$ cat src/rtl/vlv_pkg.sv
package vlv_pkg;
  localparam int unsigned SYNC_STAGES = 2;
  localparam int unsigned QUAL_W      = 6;
  localparam int unsigned SKIP_W      = 4;
  localparam int unsigned CNT_W       = 8;

  typedef enum logic {
    GATE_IDLE  = 1'b0,
    GATE_ARMED = 1'b1
  } gate_st_e;
endpackage

$ cat src/rtl/vlv_sync.sv
module vlv_sync #(
  parameter int unsigned STAGES = vlv_pkg::SYNC_STAGES
) (
  input  logic clk,
  input  logic rst_n,
  input  logic d_i,
  output logic q_o
);
  localparam int unsigned LAST = STAGES - 1;

  logic [STAGES-1:0] chain_q;
  logic [STAGES-1:0] chain_d;

  generate
    if (STAGES == 1) begin : g_single
      assign chain_d = d_i;
    end else begin : g_multi
      assign chain_d = {chain_q[STAGES-2:0], d_i};
    end
  endgenerate

  always_ff @(posedge clk or negedge rst_n) begin
    if (!rst_n) chain_q <= '0;
    else        chain_q <= chain_d;
  end

  assign q_o = chain_q[LAST];
endmodule

$ cat src/rtl/vlv_qualify.sv
module vlv_qualify #(
  parameter int unsigned QW = vlv_pkg::QUAL_W
) (
  input  logic          clk,
  input  logic          rst_n,
  input  logic          lvl_i,
  input  logic [QW-1:0] thr_i,
  output logic          valley_o
);
  logic          prev_q;
  logic [QW-1:0] hcnt_q, hcnt_d;
  logic          hcnt_en;
  logic          rise, fall, qualified;
  logic          pulse_d, pulse_q;

  assign rise      = lvl_i & ~prev_q;
  assign fall      = ~lvl_i & prev_q;
  assign qualified = (hcnt_q >= thr_i);

  always_comb begin
    hcnt_en = 1'b0;
    hcnt_d  = hcnt_q;
    if (rise) begin
      hcnt_en = 1'b1;
      hcnt_d  = QW'(1);
    end else if (lvl_i && (hcnt_q < thr_i)) begin
      hcnt_en = 1'b1;
      hcnt_d  = hcnt_q + QW'(1);
    end
    pulse_d = fall & qualified;
  end

  always_ff @(posedge clk or negedge rst_n) begin
    if (!rst_n) begin
      prev_q  <= 1'b0;
      hcnt_q  <= '0;
      pulse_q <= 1'b0;
    end else begin
      prev_q  <= lvl_i;
      pulse_q <= pulse_d;
      if (hcnt_en) hcnt_q <= hcnt_d;
    end
  end

  assign valley_o = pulse_q;

  assert_pulse_one_cycle_R2: assert property (@(posedge clk) disable iff (!rst_n)
    pulse_q |=> !pulse_q);

  assert_pulse_after_fall_R2: assert property (@(posedge clk) disable iff (!rst_n)
    pulse_q |-> (!$past(lvl_i) && $past(prev_q)));

  assert_no_pulse_on_high_R2: assert property (@(posedge clk) disable iff (!rst_n)
    $past(lvl_i) |-> !pulse_q);
endmodule

$ cat src/rtl/vlv_gate.sv
module vlv_gate #(
  parameter int unsigned SW = vlv_pkg::SKIP_W
) (
  input  logic          clk,
  input  logic          rst_n,
  input  logic          arm_i,
  input  logic [SW-1:0] skip_i,
  input  logic          valley_i,
  output logic          gate_on_o
);
  import vlv_pkg::*;

  gate_st_e      st_q, st_d;
  logic [SW-1:0] cnt_q, cnt_d;
  logic          gate_q, gate_d;

  always_comb begin
    st_d   = st_q;
    cnt_d  = cnt_q;
    gate_d = 1'b0;
    if (arm_i) begin
      st_d  = GATE_ARMED;
      cnt_d = '0;
    end else if ((st_q == GATE_ARMED) && valley_i) begin
      if (cnt_q == skip_i) begin
        gate_d = 1'b1;
        st_d   = GATE_IDLE;
        cnt_d  = '0;
      end else begin
        cnt_d = cnt_q + SW'(1);
      end
    end
  end

  always_ff @(posedge clk or negedge rst_n) begin
    if (!rst_n) begin
      st_q   <= GATE_IDLE;
      cnt_q  <= '0;
      gate_q <= 1'b0;
    end else begin
      st_q   <= st_d;
      cnt_q  <= cnt_d;
      gate_q <= gate_d;
    end
  end

  assign gate_on_o = gate_q;

  assert_gate_after_valley_R7: assert property (@(posedge clk) disable iff (!rst_n)
    gate_q |-> $past(valley_i));

  assert_gate_one_cycle_R7: assert property (@(posedge clk) disable iff (!rst_n)
    gate_q |=> !gate_q);

  assert_disarm_after_gate_R7: assert property (@(posedge clk) disable iff (!rst_n)
    gate_q |-> (st_q == GATE_IDLE));

  assert_idle_no_gate_R8: assert property (@(posedge clk) disable iff (!rst_n)
    ((st_q == GATE_IDLE) && !arm_i) |=> !gate_q);
endmodule

$ cat src/rtl/valley_detector.sv
module valley_detector #(
  parameter int unsigned QW     = vlv_pkg::QUAL_W,
  parameter int unsigned SW     = vlv_pkg::SKIP_W,
  parameter int unsigned CNT_W  = vlv_pkg::CNT_W,
  parameter int unsigned STAGES = vlv_pkg::SYNC_STAGES
) (
  input  logic             clk,
  input  logic             rst_n,
  input  logic             cmp_i,
  input  logic [QW-1:0]    qual_cycles_i,
  input  logic             arm_i,
  input  logic [SW-1:0]    skip_i,
  output logic             valley_o,
  output logic [CNT_W-1:0] valley_cnt_o,
  output logic             gate_on_o
);
  logic             cmp_s;
  logic             valley;
  logic [CNT_W-1:0] vcnt_q, vcnt_d;
  logic             vcnt_en;

  vlv_sync #(.STAGES(STAGES)) u_sync (
    .clk   (clk),
    .rst_n (rst_n),
    .d_i   (cmp_i),
    .q_o   (cmp_s)
  );

  vlv_qualify #(.QW(QW)) u_qual (
    .clk      (clk),
    .rst_n    (rst_n),
    .lvl_i    (cmp_s),
    .thr_i    (qual_cycles_i),
    .valley_o (valley)
  );

  vlv_gate #(.SW(SW)) u_gate (
    .clk       (clk),
    .rst_n     (rst_n),
    .arm_i     (arm_i),
    .skip_i    (skip_i),
    .valley_i  (valley),
    .gate_on_o (gate_on_o)
  );

  always_comb begin
    vcnt_en = valley;
    vcnt_d  = vcnt_q + CNT_W'(1);
  end

  always_ff @(posedge clk or negedge rst_n) begin
    if (!rst_n)       vcnt_q <= '0;
    else if (vcnt_en) vcnt_q <= vcnt_d;
  end

  assign valley_o     = valley;
  assign valley_cnt_o = vcnt_q;

  assert_count_step_R6: assert property (@(posedge clk) disable iff (!rst_n)
    $past(valley_o) |-> (valley_cnt_o == $past(valley_cnt_o) + CNT_W'(1)));

  assert_count_hold_R6: assert property (@(posedge clk) disable iff (!rst_n)
    !$past(valley_o) |-> $stable(valley_cnt_o));

  assert_reset_outputs_R1: assert property (@(posedge clk)
    !rst_n |-> (!valley_o && !gate_on_o && (valley_cnt_o == '0)));
endmodule

$ cat config.mk
export PLATFORM = sky130hd
export DESIGN_NAME = valley_detector
export DESIGN_NICKNAME = d
export VERILOG_FILES = /design/src/rtl/vlv_pkg.sv /design/src/rtl/vlv_sync.sv /design/src/rtl/vlv_qualify.sv /design/src/rtl/vlv_gate.sv /design/src/rtl/valley_detector.sv
export SDC_FILE = /design/constraint.sdc
export NUM_CORES = 1
export LEC_CHECK = 0
export ABC_AREA = 1
export BUFFER_PORTS_ARGS = -buffer_cell sky130_fd_sc_hd__buf_2
export CORE_UTILIZATION = 54
export CTS_BUF_LIST = sky130_fd_sc_hd__clkbuf_8 sky130_fd_sc_hd__clkbuf_16
export CTS_CLUSTER_DIAMETER = 50
export CTS_CLUSTER_SIZE = 30
export DETAILED_ROUTE_END_ITERATION = 10
export GPL_TIMING_DRIVEN = 1
export PLACE_DENSITY = 0.77
export SYNTH_ARGS = -nofsm -noshare
export SYNTH_HDL_FRONTEND = slang
export SYNTH_SLANG_ARGS = --single-unit
$ cat constraint.sdc
create_clock -name clk -period 1.9 [get_ports clk]
set_input_delay 0.38 -clock clk [delete_from_list [all_inputs] [get_ports clk]]
set_output_delay 0.38 -clock clk [all_outputs]
set_load 0.05 [all_outputs]
==> results of run 1 <==
## flip-flops by register name (all words and copies together) (netlist names)
name              flops
u_gate.cnt_q          4
u_gate.gate_on_o      1
u_gate.st_q           1
u_qual.hcnt_q         6
u_qual.prev_q         1
u_qual.valley_o       1
u_sync.chain_q        2
valley_cnt_o          8
## cells in the mapped netlist
library cell   n  area share [%]
inv_2          5             1.4
nor3_4         1             1.2
nand4_2        2             1.8
clkinv_1       3            0.83
nand2_1       47              13
nand3_1       12             4.4
nor2_1        21             5.8
a21boi_0       1            0.55
inv_1         20             5.5
nand3_2        1            0.74
xor2_1        13             8.4
nand4_1        2            0.92
a21oi_1        1            0.37
dfrtp_1       24              44
xnor2_1        1            0.64
o21ai_0        1            0.37
nor3_1         1            0.37
ha_1           9             8.3
nand2_2        2            0.92
o21ai_1        1            0.37
## area by class of cell
class	count	area, um^2	area share, %
Timing Repair Buffer	23	115.1	7.354
Inverter	28	105.1	6.715
Sequential cell	24	600.6	38.37
Clock buffer	4	55.05	3.517
Multi-Input combinational cell	116	654.4	41.81
Tap cell	28	35.03	2.238
## metrics by stage
stage | setup slack [ns] | hold slack, ns | std cells | instance area (um^2)
after detailed placement | 0.3106 | 0.3442 | 219 | 1510
after CTS | 0.3754 | 0.1054 | 223 | 1565
after global placement | 0.3826 | 0.3337 | 219 | 1510
after floorplan | 0.3791 | 0.08441 | 168 | 1360
final | 0.3608 | 0.08219 | 223 | 1565
after global routing | 0.1913 | 0.1187 | 223 | 1565
## where the power goes
group	switching [W]	internal (W)
Clock	0.000148	0.000185
Combinational	0.000250	0.000127
Sequential	0.0000815	0.000567
Total	0.000479	0.000878
## routing by layer
| metal | track usage [%] | up-vias |
|---|---|---|
| met1 | 26.54 | 504 |
| met3 | 5.507 | 4 |
| met4 | 5.702 | 0 |
| met2 | 39.10 | 32 |
| met5 | 0 | - |
| li1 | - | 576 |
## worst max-delay path by stage
| stage | to | slack, ns | cells past startpoint |
|---|---|---|---|
| floorplan | valley_cnt_o[5] | 0.38 | 5 |
| global placement | u_qual.hcnt_q[1] | 0.38 | 10 |
| detailed placement | u_qual.hcnt_q[1] | 0.31 | 10 |
| CTS | u_qual.hcnt_q[1] | 0.38 | 8 |
| global route | u_qual.hcnt_q[1] | 0.19 | 8 |
| finish | u_qual.hcnt_q[1] | 0.36 | 8 |
## cells in the final DEF, fill, tap and decap left out, drive strengths merged
master and instances:
nand2 49, inv 25, dfrtp 24, buf 23, nor2 21, xor2 13, nand3 13, ha 9
clkbuf 4, nand4 4, clkinv 3, nor3 2, o21ai 2, a21oi 1, xnor2 1, a21boi 1
## logic make-up (layout without fill, tap and decap cells)
logic type / after synthesis / count (layout)
simple gates: 89 / 89
xor+xnor: 14 / 14
compound gates: 4 / 4
buf+inv: 28 / 55
fa+ha+maj: 9 / 9
flops: 24 / 24
## worst register-to-register path: cells and delay by family, from the launching register on
kind | cells | cell delay [ns]
simple gates | 7 | 0.66
flops | 1 | 0.46
fa+ha+maj | 1 | 0.32
==> PnR_summary.wiki, run 1 <==
{| class="wikitable"
! Metric !! Value
|-
| Run status || finished, final reports clean
|-
| Via-per-instance ratio || 5.004
|-
| Clock latency at the later pin of the worst-skew pair || 0.26 ns
|-
| Detail Placement HPWL || 1913 um
|-
| Number of setup buffers added after CTS || 0
|-
| Maximum ir drop on the vdd rail || 0.6842 mV
|-
| Overall routing resource usage || 22.06%
|-
| Number of violations reported at the end of detailed-routing iteration 0 || 27
|-
| Skew final || 0.001937 ns
|-
| Synth Area in XOR/XNOR || 9.016%
|-
| Critical path launch point type || flip-flop
|-
| Synthesized instance count || 168
|-
| Data required time at the worst endpoint || 2.06 ns
|-
| Fraction of the mapped netlist area in simple logic gates || 29.16%
|-
| Number of hold-repair buffers added at the cts stage || 0
|-
| Slowest cell on crit path || dfrtp_1
|-
| Mean instance size in the synthesized netlist || 8.096 um^2
|-
| Max_cap viols || 0
|-
| Relative slew slack || 65.84%
|-
| Kind of end point of the critical path || flip-flop
|-
| Initial antenna violation count || 0
|-
| Height of the die || 52.19 um
|-
| Count of antenna-violating nets left after detailed routing || 0
|-
| Die boundary width || 52.19 um
|-
| Final Power || 0.001358 W
|-
| Worst endpoint data arrival time || 1.69 ns
|-
| DR pass1 iterations || 4
|-
| H-tree levels || 1
|-
| List of cells traversed by the critical path || ha_1 > nand2_1 > nor2_1 > nand2_1 > nand4_2 > nand2_1 > nand2_1 > nand2_1
|-
| Placer's final routability congestion estimate || 0.8789
|-
| Compound-gate portion of the synthesized area || 1.656%
|-
| Layout overhead on the synthesized area || 15.09%
|-
| Clk Tree Root Cell || clkbuf_8
|-
| WL per Instance || 11.04 um
|-
| Share of post-route cells with drive strength above 1 || 19.49%
|-
| Synthesized netlist net count || 191
|-
| Pwr Density || 867.4 nW/um^2
|-
| Class of the tightest hold or removal check || in2async
|-
| Placeable core region || 2297 um^2
|-
| Clock sink total || 24
|-
| DRT Wirelength || 2463 um
|-
| Max incr delay on CP || 0.46 ns
|-
| Count of fill cells added during filler insertion || 201
|-
| Setup CP Type || reg2reg
|-
| Final hold vios || 0
|-
| Count of different cell masters after synthesis || 20
|-
| Proportion of synthesized chip area in sequential cells || 44.16%
|-
| Pin slew with the least headroom to its limit || 0.5124 ns
|-
| Met3 wire len || 111 um
|-
| Clock transition time at the flip-flop clock pins of the worst setup and hold paths || 0.08 ns
|-
| Dominant combinational cell family by area after synthesis || simple AND/OR/NAND/NOR gates
|-
| TritonCTS clock tree || done
|-
| Routed wire length on met2 || 1216 um
|-
| Count of input and output buffers || 23
|-
| Cell mode on critical path || nand2_1
|-
| Static leakage power || 0.9455 nW
|-
| Worst path buffer plus inverter count || 0
|-
| Count of cells resized by post-cts repair || 0
|-
| Number of nets in the layout || 219
|-
| Number of global-route vias before repair || 1,064
|-
| Met1 routed wirelength after detailed routing || 1111 um
|-
| Cell area after technology mapping || 1360 um^2
|-
| Slack of the worst reg-to-reg path || 0.36 ns
|-
| Final routed DRC violation total || 0
|-
| Cell class contributing the biggest share of worst-path delay || simple AND/OR/NAND/NOR gates
|-
| Final critical path time including I/O delays and setup || 1.539 ns
|-
| Initial Util || 59.20%
|-
| RSZ-0062 raised after global routing || no
|-
| Global-route wire length before repair || 4367 um
|-
| Antenna Diode Count || 0
|-
| Synthesized-area fraction occupied by adder cells || 8.280%
|-
| Total setup violations reported at the end of the flow || 0
|-
| Register bit total from synthesis || 24
|-
| Reg2reg path depth || 8
|-
| Worst Path Max Fanout || 8
|-
| Core occupancy in the finished layout || 68.14%
|-
| Timing-limited maximum frequency || 0.6497 GHz
|-
| Number of buffers added by the clock tree synthesis step || 3
|-
| Worst setup startpoint || u_qual.hcnt_q[3]
|-
| GRT Residual Overflow || 0
|-
| CTS max path bufs || 2
|-
| Setup TNS after final layout || 0 ns
|-
| Period utilization || 81.01%
|-
| Vias post-DR || 1,116
|-
| Floorplan die area || 2723 um^2
|-
| Startpoint of the worst register-to-register path || u_qual.hcnt_q[3]
|-
| Largest net degree at the start of global routing || 25
|-
| Top Layer Used || met4
|-
| Slew Viols, Final || 0
|-
| Warnings from Yosys || 0
|-
| Endpoint of the most critical register-to-register path || u_qual.hcnt_q[1]
|-
| Number of standard-cell rows in the floorplan || 17
|-
| Number of top-level design ports || 24
|-
| Multiplexer share of the synthesized area || 0%
|}
No activity file was read; power rests on OpenSTA's default activity.
==> inputs of run 2 (changes only) <==
--- a/config.mk
+++ b/config.mk
@@ -5,15 +5,15 @@
 export SDC_FILE = /design/constraint.sdc
 export NUM_CORES = 1
 export LEC_CHECK = 0
-export ABC_AREA = 1
+export ABC_AREA = 0
 export BUFFER_PORTS_ARGS = -buffer_cell sky130_fd_sc_hd__buf_2
-export CORE_UTILIZATION = 54
+export CORE_UTILIZATION = 49
 export CTS_BUF_LIST = sky130_fd_sc_hd__clkbuf_8 sky130_fd_sc_hd__clkbuf_16
 export CTS_CLUSTER_DIAMETER = 50
 export CTS_CLUSTER_SIZE = 30
 export DETAILED_ROUTE_END_ITERATION = 10
 export GPL_TIMING_DRIVEN = 1
-export PLACE_DENSITY = 0.77
+export PLACE_DENSITY = 0.74
 export SYNTH_ARGS = -nofsm -noshare
 export SYNTH_HDL_FRONTEND = slang
 export SYNTH_SLANG_ARGS = --single-unit
==> constraint.sdc (replaced) <==
create_clock -name clk -period 1.31 [get_ports clk]
set_input_delay 0.262 -clock clk [delete_from_list [all_inputs] [get_ports clk]]
set_output_delay 0.262 -clock clk [all_outputs]
set_load 0.05 [all_outputs]
==> run 2 against run 1 <==
Against the previous run: the run now ends with setup timing left; register-to-register slack worse by 0.67 ns; fmax shrank 5.1%; global-route usage grew 0.17 points; via count rose by 7.3%; setup slack lost 0.67 ns; first-iteration DRC count shrank 7.4%; die area up 6.3%; synthesized cell count fell by 20%; flip-flop and latch count did not move; clock skew is 0.0010 ns higher; design area grew 18%; critical path depth is 3 lower.
==> PnR_summary.wiki, run 2 <==
{| class="wikitable"
! Metric !! Value
|-
| Max_cap viols || 0
|-
| Warnings from Yosys || 0
|-
| Number of top-level design ports || 24
|-
| Count of antenna-violating nets left after detailed routing || 0
|-
| Proportion of synthesized chip area in sequential cells || 45.67%
|-
| Initial Util || 52.60%
|-
| Pre-CTS setup slack || -0.3114 ns
|-
| GRT Residual Overflow || 0
|-
| Post-synth top area share || 45.67%
|-
| Flip-flop count of the largest register, all copies and words added || 8
|-
| Number of violations reported at the end of detailed-routing iteration 0 || 25
|-
| Overall routing resource usage || 22.24%
|-
| Final routed DRC violation total || 0
|-
| Initial antenna violation count || 0
|-
| Clock transition time at the flip-flop clock pins of the worst setup and hold paths || 0.09 ns
|-
| Leading register cell type out of synthesis || dfrtp_1
|-
| Count of fill cells added during filler insertion || 170
|-
| Final critical-path setup slack || -0.3123 ns
|-
| Pwr Density || 1600 nW/um^2
|-
| Skew final || 0.002952 ns
|-
| WL per Instance || 13.68 um
|-
| Kind of end point of the critical path || flip-flop
|-
| Timing-limited maximum frequency || 0.6164 GHz
|-
| Final instance area || 1851 um^2
|-
| Register bit total from synthesis || 24
|-
| RSZ-0062 raised after global routing || yes
|-
| Data required time at the worst endpoint || 1.46 ns
|-
| Final hold vios || 0
|-
| Clk Tree Root Cell || clkbuf_8
|-
| Slew Viols, Final || 0
|-
| Instance area at placement || 1609 um^2
|-
| DR pass1 iterations || 4
|-
| Placeable core region || 2500 um^2
|-
| Commonest non-fill, non-tap cells in the layout || buf_4, buf_2, dfrtp_1, nand2_1
|-
| Hold_ws || 0.09653 ns
|-
| Maximum ir drop on the vdd rail || 1.189 mV
|-
| Relative slew slack || 64.91%
|-
| Most common library cell in the layout ignoring fill and taps || buf_4
|-
| Critical path launch point type || flip-flop
|-
| Antenna Diode Count || 0
|-
| Global-route wire length before repair || 4629 um
|-
| Floorplan die area || 2895 um^2
|-
| Via-per-instance ratio || 5.567
|-
| Count of input and output buffers || 23
|-
| Most repeated cell in the gate-level netlist after synthesis || dfrtp_1
|-
| H-tree levels || 1
|-
| Setup CP Type || reg2reg
|-
| Clock latency at the later pin of the worst-skew pair || 0.26 ns
|-
| DRT Wirelength || 2941 um
|-
| Layout overhead on the synthesized area || 40.72%
|-
| Failing checks || setup timing
|-
| Area contributors post-synth || dfrtp_1, ha_1, xnor2_1
|-
| CTS max path bufs || 2
|-
| Number of nets in the layout || 209
|-
| Share of post-route cells with drive strength above 1 || 41.62%
|-
| Area leader, netlist || dfrtp_1
|-
| Clock sink total || 24
|-
| Number of global-route vias before repair || 1,077
|-
| Count of different cell masters after synthesis || 36
|-
| Synth cell count leaders || dfrtp_1, nand2_1, ha_1, inv_1, nand3_1
|-
| Run status || complete, but fails checks
|-
| Detail Placement HPWL || 1994 um
|-
| Period utilization || 123.8%
|-
| Placer's final routability congestion estimate || 0.9129
|-
| Cell area after technology mapping || 1315 um^2
|-
| Final critical path time including I/O delays and setup || 1.622 ns
|-
| Worst endpoint data arrival time || 1.77 ns
|-
| Height of the die || 53.81 um
|-
| Synthesized netlist net count || 158
|-
| Worst Path Max Fanout || 4
|-
| Vias post-DR || 1,197
|-
| Class of the tightest hold or removal check || in2reg
|-
| Die boundary width || 53.81 um
|-
| Synthesized instance count || 135
|-
| Number of synthesized flops with an enable pin || 0
|-
| TritonCTS clock tree || done
|-
| Mean instance size in the synthesized netlist || 9.741 um^2
|-
| Proportion of register bits with asynchronous set or reset after synthesis || 100.0%
|-
| Number of buffers added by the clock tree synthesis step || 3
|-
| Number of standard-cell rows in the floorplan || 18
|-
| Pin slew with the least headroom to its limit || 0.5263 ns
|-
| Total setup violations reported at the end of the flow || 7
|-
| Largest net degree at the start of global routing || 25
|-
| Static leakage power || 0.8697 nW
|}
-- run 2: cell types whose count changed in the layout (fill, tap and decap cells not counted), sizes merged, moves of 4 or more --
cell,delta
nand2,-30
inv,-16
buf,+23
xor2,-10
nand3,-4
xnor2,+7
nor2,-13
-- run 2: worst paths after layout --
kind                              startpoint  slack [ns]  cells after the start           endpoint
min in group asynchronous              rst_n        0.49                      2    valley_cnt_o[0]
setup / recovery            u_qual.hcnt_q[3]       -0.31                      5   u_qual.hcnt_q[5]
setup reg to reg            u_qual.hcnt_q[3]       -0.31                      5   u_qual.hcnt_q[5]
max in group asynchronous              rst_n        0.43                      2   u_qual.hcnt_q[3]
hold reg to reg            u_sync.chain_q[0]        0.36                      0  u_sync.chain_q[1]
hold / removal                         cmp_i         0.1                      1  u_sync.chain_q[0]
-- run 2: cell type report --
class	count	area, um^2	area share [%]
clock inverter	1	30.03	1.623
tap	30	37.54	2.028
inverter	9	33.78	1.826
timing repair buffer	48	311.5	16.84
multi-input combinational	100	790.8	42.73
clock buffer	3	41.29	2.231
sequential	24	605.6	32.72
-- run 2: where the power goes --
part / switching (W) / internal [W]
Combinational: 0.000706 / 0.000592
Clock: 0.000241 / 0.000408
Sequential: 0.000135 / 0.000879
Total: 0.00108 / 0.00188
-- run 2: through the flow --
step	cells	util (%)	power [W]	setup TNS, ns
after global placement	199	64.36	0.002050	-1.594
after detailed placement	199	64.36	0.002091	-1.791
after CTS	208	70.92	0.002877	-1.634
after floorplan	135	-	0.001735	-0.9151
after global routing	215	74.02	0.003143	-2.187
final	215	74.02	0.002960	-1.655
-- run 2: cell families after synthesis --
kind of cell | after synthesis | synth area share [%]
compound gates | 22 | 12.37
buf+inv | 11 | 3.330
flops | 24 | 45.67
simple gates | 57 | 21.88
mux | 1 | 0.8563
fa+ha+maj | 9 | 8.563
xor+xnor | 11 | 7.327
-- run 2: what timing repair did --
item | 4_1_cts | 5_1_grt
endpoints found under the setup margin | 9 | 12
gates resized for setup | 9 | 4
endpoints found under the hold margin | 24 | 0
setup buffers | 4 | 7
hold buffers | 1 | 0
pin swaps | 6 | 4
cloned | 0 | 0
-- run 2: metal layers --
metal | wire length [um] | share of wire, % | up-vias | track usage, %
met3 | 77 | 2.6 | 4 | 3.390
li1 | - | - | 583 | -
met1 | 1335 | 45 | 584 | 27.39
met2 | 1510 | 51 | 26 | 40.12
met5 | 0 | 0 | - | 0
met4 | 18 | 0.61 | 0 | 5.263
-- run 2: worst max-delay path, stage by stage, from the launching register on --
cell      delay (ns)
dfrtp_2         0.44
ha_4            0.29
nand4_1         0.14
o21bai_4        0.23
nand4_1         0.07
or3b_1          0.34
